==> src/rtl/sbc_pkg.sv <==
package sbc_pkg;

  typedef enum logic [1:0] {
    CMD_NOP   = 2'b00,
    CMD_LOAD  = 2'b01,
    CMD_READ  = 2'b10,
    CMD_WRITE = 2'b11
  } sbcCmd_e;

  // strobes from control to datapath
  typedef struct packed {
    logic wrEn;    // store dIn at wrAddr this edge
    logic beatEn;  // drive a read beat from rdAddr this edge
  } sbcStrobe_t;

  localparam int MODE_BITS = 10;

endpackage

==> src/rtl/sbc_ctrl.sv <==
module sbc_ctrl
  import sbc_pkg::*;
#(
  parameter int ADDR_W = 10,
  parameter int COL_W  = 6
) (
  input  logic              clk,
  input  logic              rstN,
  input  logic [1:0]        cmd,
  input  logic [ADDR_W-1:0] addr,
  output sbcStrobe_t        stb,
  output logic [COL_W-1:0]  wrAddr,
  output logic [COL_W-1:0]  rdAddr,
  output logic              cfgErr
);

  sbcCmd_e cmdE;
  assign cmdE = sbcCmd_e'(cmd);

  // mode state
  logic       lat3;
  logic [1:0] blLog;
  logic       wrSingle;
  logic       opBad;

  // latency pipeline and burst state
  logic             p1V, p2V;
  logic [COL_W-1:0] p1Col, p2Col;
  logic             rdOn, wrOn;
  logic [2:0]       rdLeft, wrLeft;
  logic [COL_W-1:0] rdCol, wrCol;

  logic             busy, isRead, isWrite, isLoad, launch;
  logic [COL_W-1:0] col, blMask;
  logic [3:0]       blLen;
  logic [2:0]       wrLenM1;

  function automatic logic [COL_W-1:0] nextCol(input logic [COL_W-1:0] c,
                                               input logic [COL_W-1:0] m);
    nextCol = (c & ~m) | ((c + COL_W'(1)) & m);
  endfunction

  assign col     = addr[COL_W-1:0];
  assign busy    = p1V | p2V | rdOn | wrOn;
  assign isRead  = (cmdE == CMD_READ)  && !opBad;
  assign isWrite = (cmdE == CMD_WRITE) && !opBad;
  assign isLoad  = (cmdE == CMD_LOAD)  && !busy;
  assign launch  = p1V && !isWrite;
  assign blLen   = 4'd1 << blLog;
  assign blMask  = COL_W'(blLen - 4'd1);
  assign wrLenM1 = wrSingle ? 3'd0 : 3'(blLen - 4'd1);

  // mode register
  always_ff @(posedge clk or negedge rstN) begin
    if (!rstN) begin
      lat3     <= 1'b1;
      blLog    <= 2'd0;
      wrSingle <= 1'b0;
      opBad    <= 1'b0;
      cfgErr   <= 1'b0;
    end else if (isLoad) begin
      lat3     <= (addr[6:4] != 3'd2);
      blLog    <= addr[2] ? 2'd0 : addr[1:0];
      wrSingle <= addr[9];
      opBad    <= (addr[8:7] != 2'b00);
      cfgErr   <= (addr[8:7] != 2'b00) || addr[2] ||
                  !((addr[6:4] == 3'd2) || (addr[6:4] == 3'd3));
    end
  end

  // read latency pipeline: latency 3 enters at stage 2, latency 2 at stage 1
  always_ff @(posedge clk or negedge rstN) begin
    if (!rstN) begin
      p1V <= 1'b0; p2V <= 1'b0;
      p1Col <= '0; p2Col <= '0;
    end else begin
      p2V   <= isRead && lat3;
      p2Col <= col;
      if (isRead && !lat3) begin
        p1V   <= 1'b1;
        p1Col <= col;
      end else begin
        p1V   <= p2V && !isWrite;
        p1Col <= p2Col;
      end
    end
  end

  // read burst sequencer
  always_ff @(posedge clk or negedge rstN) begin
    if (!rstN) begin
      rdOn <= 1'b0; rdLeft <= '0; rdCol <= '0;
    end else if (isWrite) begin
      rdOn <= 1'b0;
    end else if (launch) begin
      rdOn   <= 1'b1;
      rdCol  <= p1Col;
      rdLeft <= 3'(blLen - 4'd1);
    end else if (rdOn) begin
      if (rdLeft == 3'd0) begin
        rdOn <= 1'b0;
      end else begin
        rdCol  <= nextCol(rdCol, blMask);
        rdLeft <= rdLeft - 3'd1;
      end
    end
  end

  // write burst sequencer
  always_ff @(posedge clk or negedge rstN) begin
    if (!rstN) begin
      wrOn <= 1'b0; wrLeft <= '0; wrCol <= '0;
    end else if (isRead) begin
      wrOn <= 1'b0;
    end else if (isWrite) begin
      wrOn   <= (wrLenM1 != 3'd0);
      wrLeft <= wrLenM1;
      wrCol  <= nextCol(col, blMask);
    end else if (wrOn) begin
      wrOn   <= (wrLeft != 3'd1);
      wrLeft <= wrLeft - 3'd1;
      wrCol  <= nextCol(wrCol, blMask);
    end
  end

  always_comb begin
    stb.wrEn   = isWrite || (wrOn && !isRead);
    stb.beatEn = launch || (rdOn && (rdLeft != 3'd0) && !isWrite);
    wrAddr     = isWrite ? col : wrCol;
    rdAddr     = launch ? p1Col : nextCol(rdCol, blMask);
  end

  // mode fields must not move while any burst work is outstanding
  p_mode_hold_r10: assert property (@(posedge clk) disable iff (!rstN)
    busy |=> $stable({lat3, blLog, wrSingle, opBad}));

  // a reserved operating mode never carries burst activity
  p_no_burst_resv_r8: assert property (@(posedge clk) disable iff (!rstN)
    opBad |-> !busy);

  // write-single never leaves a write burst running
  p_single_write_r9: assert property (@(posedge clk) disable iff (!rstN)
    (isWrite && wrSingle) |=> !wrOn);

  // latency 2: first beat is launched on the very next edge unless a write cancels it
  p_lat2_onset_r2: assert property (@(posedge clk) disable iff (!rstN)
    (isRead && !lat3) |=> ((cmdE == CMD_WRITE) || stb.beatEn));

endmodule

==> src/rtl/sbc_datapath.sv <==
module sbc_datapath
  import sbc_pkg::*;
#(
  parameter int DATA_W = 16,
  parameter int COL_W  = 6
) (
  input  logic              clk,
  input  logic              rstN,
  input  sbcStrobe_t        stb,
  input  logic [COL_W-1:0]  wrAddr,
  input  logic [COL_W-1:0]  rdAddr,
  input  logic [DATA_W-1:0] dIn,
  output logic [DATA_W-1:0] dOut,
  output logic              dOutEn
);

  localparam int DEPTH = 1 << COL_W;

  logic [DATA_W-1:0] cells [DEPTH];

  always_ff @(posedge clk or negedge rstN) begin
    if (!rstN) begin
      for (int i = 0; i < DEPTH; i++) cells[i] <= '0;
    end else if (stb.wrEn) begin
      cells[wrAddr] <= dIn;
    end
  end

  always_ff @(posedge clk or negedge rstN) begin
    if (!rstN) begin
      dOut   <= '0;
      dOutEn <= 1'b0;
    end else begin
      dOutEn <= stb.beatEn;
      dOut   <= stb.beatEn ? cells[rdAddr] : '0;
    end
  end

  // bus is quiet whenever the driver is off
  p_idle_zero_r12: assert property (@(posedge clk) disable iff (!rstN)
    !dOutEn |-> (dOut == '0));

endmodule

==> src/rtl/sdram_burst_core.sv <==
module sdram_burst_core
  import sbc_pkg::*;
#(
  parameter int DATA_W = 16,
  parameter int ADDR_W = 10,
  parameter int COL_W  = 6
) (
  input  logic              clk,
  input  logic              rstN,
  input  logic [1:0]        cmd,
  input  logic [ADDR_W-1:0] addr,
  input  logic [DATA_W-1:0] dIn,
  output logic [DATA_W-1:0] dOut,
  output logic              dOutEn,
  output logic              cfgErr
);

  sbcStrobe_t       stb;
  logic [COL_W-1:0] wrAddr, rdAddr;

  initial begin
    if (ADDR_W < MODE_BITS || COL_W < 3 || COL_W > ADDR_W)
      $error("sdram_burst_core: unsupported address widths");
  end

  sbc_ctrl #(.ADDR_W(ADDR_W), .COL_W(COL_W)) u_ctrl (
    .clk    (clk),
    .rstN   (rstN),
    .cmd    (cmd),
    .addr   (addr),
    .stb    (stb),
    .wrAddr (wrAddr),
    .rdAddr (rdAddr),
    .cfgErr (cfgErr)
  );

  sbc_datapath #(.DATA_W(DATA_W), .COL_W(COL_W)) u_dp (
    .clk    (clk),
    .rstN   (rstN),
    .stb    (stb),
    .wrAddr (wrAddr),
    .rdAddr (rdAddr),
    .dIn    (dIn),
    .dOut   (dOut),
    .dOutEn (dOutEn)
  );

endmodule

==> config.mk <==
export PLATFORM = sky130hd
export DESIGN_NAME = sdram_burst_core
export DESIGN_NICKNAME = d
export VERILOG_FILES = /design/src/rtl/sbc_pkg.sv /design/src/rtl/sbc_ctrl.sv /design/src/rtl/sbc_datapath.sv /design/src/rtl/sdram_burst_core.sv
export SDC_FILE = /design/constraint.sdc
export NUM_CORES = 2
export LEC_CHECK = 0
export BUFFER_PORTS_ARGS = -buffer_cell sky130_fd_sc_hd__buf_2
export CAP_MARGIN = 10
export CORE_MARGIN = 2
export CORE_UTILIZATION = 55
export CTS_BUF_LIST = sky130_fd_sc_hd__clkbuf_16
export DETAILED_ROUTE_END_ITERATION = 6
export GPL_TIMING_DRIVEN = 0
export PLACE_DENSITY = 0.78
export SLEW_MARGIN = 20
export SYNTH_ARGS = -nofsm -noshare
export SYNTH_HDL_FRONTEND = slang
export SYNTH_HIERARCHICAL = 1
export SYNTH_SLANG_ARGS = --single-unit
export TNS_END_PERCENT = 30
==> constraint.sdc <==
create_clock -name clk -period 3.45 [get_ports clk]
set_clock_uncertainty 0.2 [all_clocks]
set_input_delay 0.69 -clock clk [delete_from_list [all_inputs] [get_ports clk]]
set_output_delay 0.69 -clock clk [all_outputs]
set_load 0.1 [all_outputs]
; ---- Yosys cells after proc, flatten, opt, wreduce, memory -nomap -nowiden
; Index checks and enable logic that the tools add are counted.
[op_classes]
add_sub_neg = 7
order_cmp = 3
eq_ne = 8
shifts = 1
muxes = 30
bitwise = 17
n_reduce_logical = 30
[op_table]
columns = cell, count
row1 = bitwise mux 1024 bit, 1
row2 = binary-select mux 16 bit (select 6 bit), 1
row3 = demux 16 bit (select 6 bit), 1
row4 = 2-to-1 mux 16 bit, 4
row5 = 2-to-1 mux 6 bit, 8
row6 = bitwise AND 6 bit, 6
row7 = adder 6 x 1 -> 6 bit (second input constant), 3
row8 = 2-to-1 mux 3 bit, 6
row9 = bitwise OR 6 bit, 3
row10 = greater-or-equal comparator 7 bit (second input constant), 2
row11 = NOT 6 -> 7 bit, 2
row12 = logical AND 1 bit, 11
row13 = subtractor 3 x 1 -> 3 bit (second input constant), 3
row14 = 2-to-1 mux 1 bit, 8
row15 = less-than comparator 7 x 1 -> 1 bit (second input constant), 1
row16 = equality test 3 x 2 -> 1 bit (second input constant), 2
row17 = logical NOT 1 bit, 6
row18 = NOT 6 bit, 1
row19 = nonzero test 2 bit, 3
row20 = nonzero test 3 bit, 2
row21 = logical OR 1 bit, 5
row22 = subtractor 4 x 1 -> 5 bit (second input constant), 1
row23 = equality test 2 bit (second input constant), 2
row24 = << shifter 1 x 2 -> 4 bit (first input constant), 1
row25 = 10 further kinds, 13
[word_totals]
regBits = 1081
inputBits = 30
elab_cells = 177

; ---- Longest topological paths before layout
[logic_depth]
ltp_word = 11
mapped_depth = 15
ltp_nobuf = 11

; ---- Hierarchy
; Netlist, hierarchy kept.
[modules_own_cells]
columns = mod, instances, cells_each, area_per_inst_um2, seq_area_each_um2
row1 = sbc_datapath, 1, 2995, 47474.3, 26050.0
row2 = sbc_ctrl, 1, 200, 2160.8, 1002.2

; ---- Least setup slack after synthesis
; No wires, ideal clock.
[synth_path]
path_kind = register -> register
from = reg u_ctrl.blLog[1]
to = reg u_dp.dOut[10]
setup_time_ns = 0.121
t_arrival_ns = 3.053
setup_slack_ns = 0.076
stages_incl_launch_ff = 15
path_buffers = 4
path_cell_list = dfrtp_1 -> buf_6 -> nor2_4 -> inv_1 -> ha_1 -> mux2_2 -> mux2_2 -> buf_4 -> buf_6 -> clkbuf_1 -> mux4_2 -> mux2_2 -> a21oi_1 -> nand2_1 -> a22o_1
[synth_between]
elab_chain_len = 11
[synth_rtl]
columns = element, line_no
row1 = from (decl), sbc_ctrl.sv:22  ; logic [1:0] blLog;
row2 = from (signal assigned), sbc_ctrl.sv:63  ; blLog <= addr[2] ? 2'd0 : addr[1:0];
row3 = << shifter 1 x 2 -> 4 bit (*), sbc_ctrl.sv:49  ; assign blLen = 4'd1 << blLog;
row4 = subtractor 4 x 1 -> 5 bit (*), sbc_ctrl.sv:50  ; assign blMask = COL_W'(blLen - 4'd1);
row5 = NOT 6 bit, sbc_ctrl.sv:40  ; nextCol = (c & ~m) | ((c + COL_W'(1)) & m);
row6 = bitwise AND 6 bit, sbc_ctrl.sv:40
row7 = bitwise OR 6 bit (*), sbc_ctrl.sv:40
row8 = 2-to-1 mux 6 bit (*), sbc_ctrl.sv:130  ; rdAddr = launch ? p1Col : nextCol(rdCol, blMask);
row9 = named net rdAddr[1], sdram_burst_core.sv:19  ; logic [COL_W-1:0] wrAddr, rdAddr;
row10 = NOT 6 -> 7 bit (implied by the code) (*), sbc_datapath.sv:35  ; dOut <= stb.beatEn ? cells[rdAddr] : '0;
row11 = binary-select mux 16 bit (select 6 bit) (*), sbc_datapath.sv:35
row12 = 2-to-1 mux 16 bit (implied by the code) (*) (2 in series), sbc_datapath.sv:35
row13 = 2-to-1 mux 16 bit (*), sbc_datapath.sv:35
row14 = to (signal assigned), sbc_datapath.sv:35
row15 = to (decl), sbc_datapath.sv:13  ; output logic [DATA_W-1:0] dOut,
; Mark *: on every way through the listed nets, which the timed path passes. The rest lies on a longest branch. The select of a mux whose other input is x is not followed.
; A chain may end at the register's enable or synchronous reset.

; ---- Final worst setup path
[layout_path]
from = reg u_ctrl.blLog[1]
to = reg u_dp.dOut[9]
; Same word-level chain as after synthesis.

==> flow_summary_export.csv <==
group,metric,value,unit
worst_setup_path,reg2reg_to,"u_dp/dOut[9]",
grt,globalRouteMet1Util,45.5,%
layout,nNetsFinal,3470,
clock_tree,clockBufferDepth,3,
worst_setup_path,critPathSlowestCell,"dfrtp_1",
logic_synthesis,syn_area,49600,um^2
logic_synthesis,postSynth.asyncResetShare,100,%
placement,io_buffers,31,
logic_synthesis,synth_edf_count,0,
clock_tree,tritoncts,"yes",
worst_setup_path,critical_path_class,"reg2reg",
logic_synthesis,synth_top_area_share,54.4,%
layout,antenna-diode-count,0,
outcome,status,"complete, but fails checks",
route,finalWirelength,156,mm
grt,grt_pass1_vias,32000,
placement,place_congestion,0.918,
die,die_area,92700,um^2
sta,finalSetupViolations,16,
die,core_area,89700,um^2
clock_tree,cts_root_buf,"clkbuf_16",
logic_synthesis,ys_types,75,
worst_setup_path,reg2regPathDepth,12,
sta,worst_pin_slew,0.925,ns
sta,maxSlewViolCount,0,
hold_path,hold_path_end,"u_ctrl/p2Col[2]",
logic_synthesis,synth_nets,3233,
worst_setup_path,critical-path-max-stage-delay,0.40,ns
layout,final-seq-area,27100,um^2
power,ir_worst_vdd,0.000763,V
grt,use_met2,49.3,%
clock_tree,numCtsBuffers,111,
job,max-cap-violations,0,
logic_synthesis,synth_area_per_cell,15.5,um^2
route,vias,31500,
outcome,violations,"setup timing",
sta,hold_viol,0,
placement,dp.cells,4413,
layout,stdcell_count,4694,
die,die_w,304,um
clock_tree,clkLatencyLatePin,0.71,ns
grt,track_usage,33.3,%
route,vias_per_cell,6.71,
sta,slew_headroom,38.4,%
power,power_density,1060,nW/um^2
die,die_h,304,um
sta,setup_slack,-0.225,ns
worst_setup_path,cp.arrival,4.03,ns
sta,timing.final.crit_period,3.68,ns
power,power.total,61.6,mW
grt,overflow,0,
grt,antenna_found_initial,0,
placement,dp_hpwl,101,mm
layout,multi_input_area,22200,um^2
worst_setup_path,ff2ff_setup_slack,-0.23,ns
layout,drive_above_1_share,55.2,%
logic_synthesis,yosys_warnings,6,
sta,max_freq,0.272,GHz
logic_synthesis,synth_ff_type,"dfrtp_1",
worst_setup_path,crit_required,3.80,ns
grt,met3_usage,8.39,%
logic_synthesis,yosys-top-cells-area,"dfrtp_1 54%, mux2_2 24%, mux4_2 10%",
hold_path,whs_path_depth,1,
worst_setup_path,startpoint_type,"flip-flop",
hold_path,min-delay-start,"addr[2]",
route,drt_pass1_iterations,6,
worst_setup_path,crit_fanout,10,
worst_setup_path,end_kind,"flip-flop",
logic_synthesis,synth_top_cell_by_area,"dfrtp_1",
die,pin_count,48,
power,power_leakage,27.3,nW
layout,fillers,6087,
grt,grt_max_degree,136,
clock_tree,clock-sinks,1081,
logic_synthesis,netlist_instances,3195,
route,drc,0,
sta,post-route-period-util,107,%
layout,synthToLayoutAreaGrowth,16.7,%
die,num_rows,110,
logic_synthesis,ys_ff_latch,1081,
die,start_util,55.3,%
worst_setup_path,reg2reg_from,"u_ctrl/blLog[1]",
hold_path,holdCritPathClass,"in2reg",
clock_tree,h-tree-depth,3,
logic_synthesis,synth_most_common_cell,"dfrtp_1",
grt,grt_pass1_wl,223,mm
grt,busiest_layer,"met2",
worst_setup_path,path_cells,"buf_6 -> nand2b_4 -> ha_4 -> mux2_4 -> mux2_4 -> buf_6 -> buf_12 -> mux4_2 -> mux2i_2 -> mux2i_1 -> a32oi_2 -> o21ai_4",
clock_tree,clk_pin_slew,0.06,ns
sta,rsz0062_at_grt,"yes",
route,ant_nets,0,
logic_synthesis,ys_seq_area_share,54.5,%
route,wl_per_cell,33.2,um
logic_synthesis,netlist_top_cells_count,"1080 x dfrtp_1, 1056 x mux2_2, 220 x mux4_2",
route,first_iter_violations,3938,
==> per-stage QoR <==
| stage | util, % | setup slack [ns] | hold slack (ns) | TNS [ns] | instance area [um^2] |
|---|---|---|---|---|---|
| 2_1_floorplan | - | 0.0761 | 0.194 | 0 | 49600 |
| 3_3_place_gp | 57.1 | -22.04 | 0.258 | - | 51300 |
| 3_5_place_dp | 57.5 | -1.48 | 0.264 | -279.04 | 51600 |
| 4_1_cts | 63.4 | -0.215 | 0.00530 | -18.42 | 56900 |
| 5_1_grt | 64.5 | -0.212 | 0.0104 | -2.72 | 57900 |
| 6_report | 64.5 | -0.225 | 0.0260 | -1.70 | 57900 |
==> kinds of logic (layout without fill, tap and decap cells) <==
logic type                 Yosys count  after routing  synth area share, %
DFF                               1081           1081                 54.5
AOI/OAI and AO/OA                  182            182                 2.46
adders and majority gates            8              8                0.202
muxes                             1369           1370                 36.6
and+or+nand+nor                    241            241                 2.94
buffers and inverters              302            624                 3.09
xor gates and xnor gates            12             12                0.212
==> placed cells by master, fill, tap and decap left out, types with 25 or more instances in the layout <==
cell	instances
dfrtp_1	1079
buf_12	27
clkinv_1	27
clkbuf_4	25
inv_1	28
buf_6	26
nor2_4	50
buf_4	85
mux2i_1	49
mux2_2	1043
nand2_1	51
clkbuf_16	119
buf_2	74
clkbuf_1	102
mux4_2	221
==> worst max-delay path by stage <==
stage | from | end
global route | u_ctrl/blLog[1] | u_dp/dOut[0]
detailed placement | cmd[0] | u_dp/dOut[10]
CTS | u_ctrl/opBad | u_dp/cells[615]
global placement | rstN | u_dp/cells[780]
floorplan | u_ctrl/blLog[1] | u_dp/dOut[10]
finish | u_ctrl/blLog[1] | u_dp/dOut[9]
==> per-layer routing <==
layer | vias up | wire (um)
met3 | 426 | 15800
met5 | - | 0
li1 | 12300 | -
met4 | 0 | 9470
met1 | 17000 | 60300
met2 | 1722 | 70400
==> worst max-delay path, delay by kind of cell, from the launching register on <==
family | cells | cell delay, ns
and+or+nand+nor | 1 | 0.14
AOI/OAI and AO/OA | 2 | 0.50
DFF | 1 | 0.40
buffers and inverters | 3 | 0.59
adders and majority gates | 1 | 0.28
muxes | 5 | 1.41
==> sequential cells by signal (all words and copies together), names as in the netlist, 2 cells and up, named ones only <==
register and count:
u_dp/dOut 16, u_dp/cells 1024, u_ctrl/wrLeft 3, u_ctrl/blLog 2, u_ctrl/p2Col 6, u_ctrl/rdLeft 3, u_ctrl/p1Col 6, u_ctrl/rdCol 6
==> final cells by class <==
cell class,count,area share (%)
plain buffers,288,3.73
clock buffers,114,4.93
clock inverters,85,1.20
inverters,9,0.0583
multi-input cells,1813,38.3
flip-flops and latches,1081,46.7
well taps,1176,2.54
repair buffers,128,2.48
==> timing repair <==
item | in CTS | in global routing
hold buffers | 5 | 0
setup buffers | 24 | 49
pin swaps | 47 | 36
hold endpoints to repair | 115 | 0
setup endpoints to repair | 231 | 985
cloned | 8 | 4
gates resized for setup | 327 | 155
==> where the power goes <==
part           internal, mW  total (mW)  switching [mW]
registers              16.4        18.5            2.02
clock network          6.71        11.8            5.13
logic                  14.0        31.3            17.3
total                  37.2        61.6            24.4
Power figures use the tool's default switching activity.
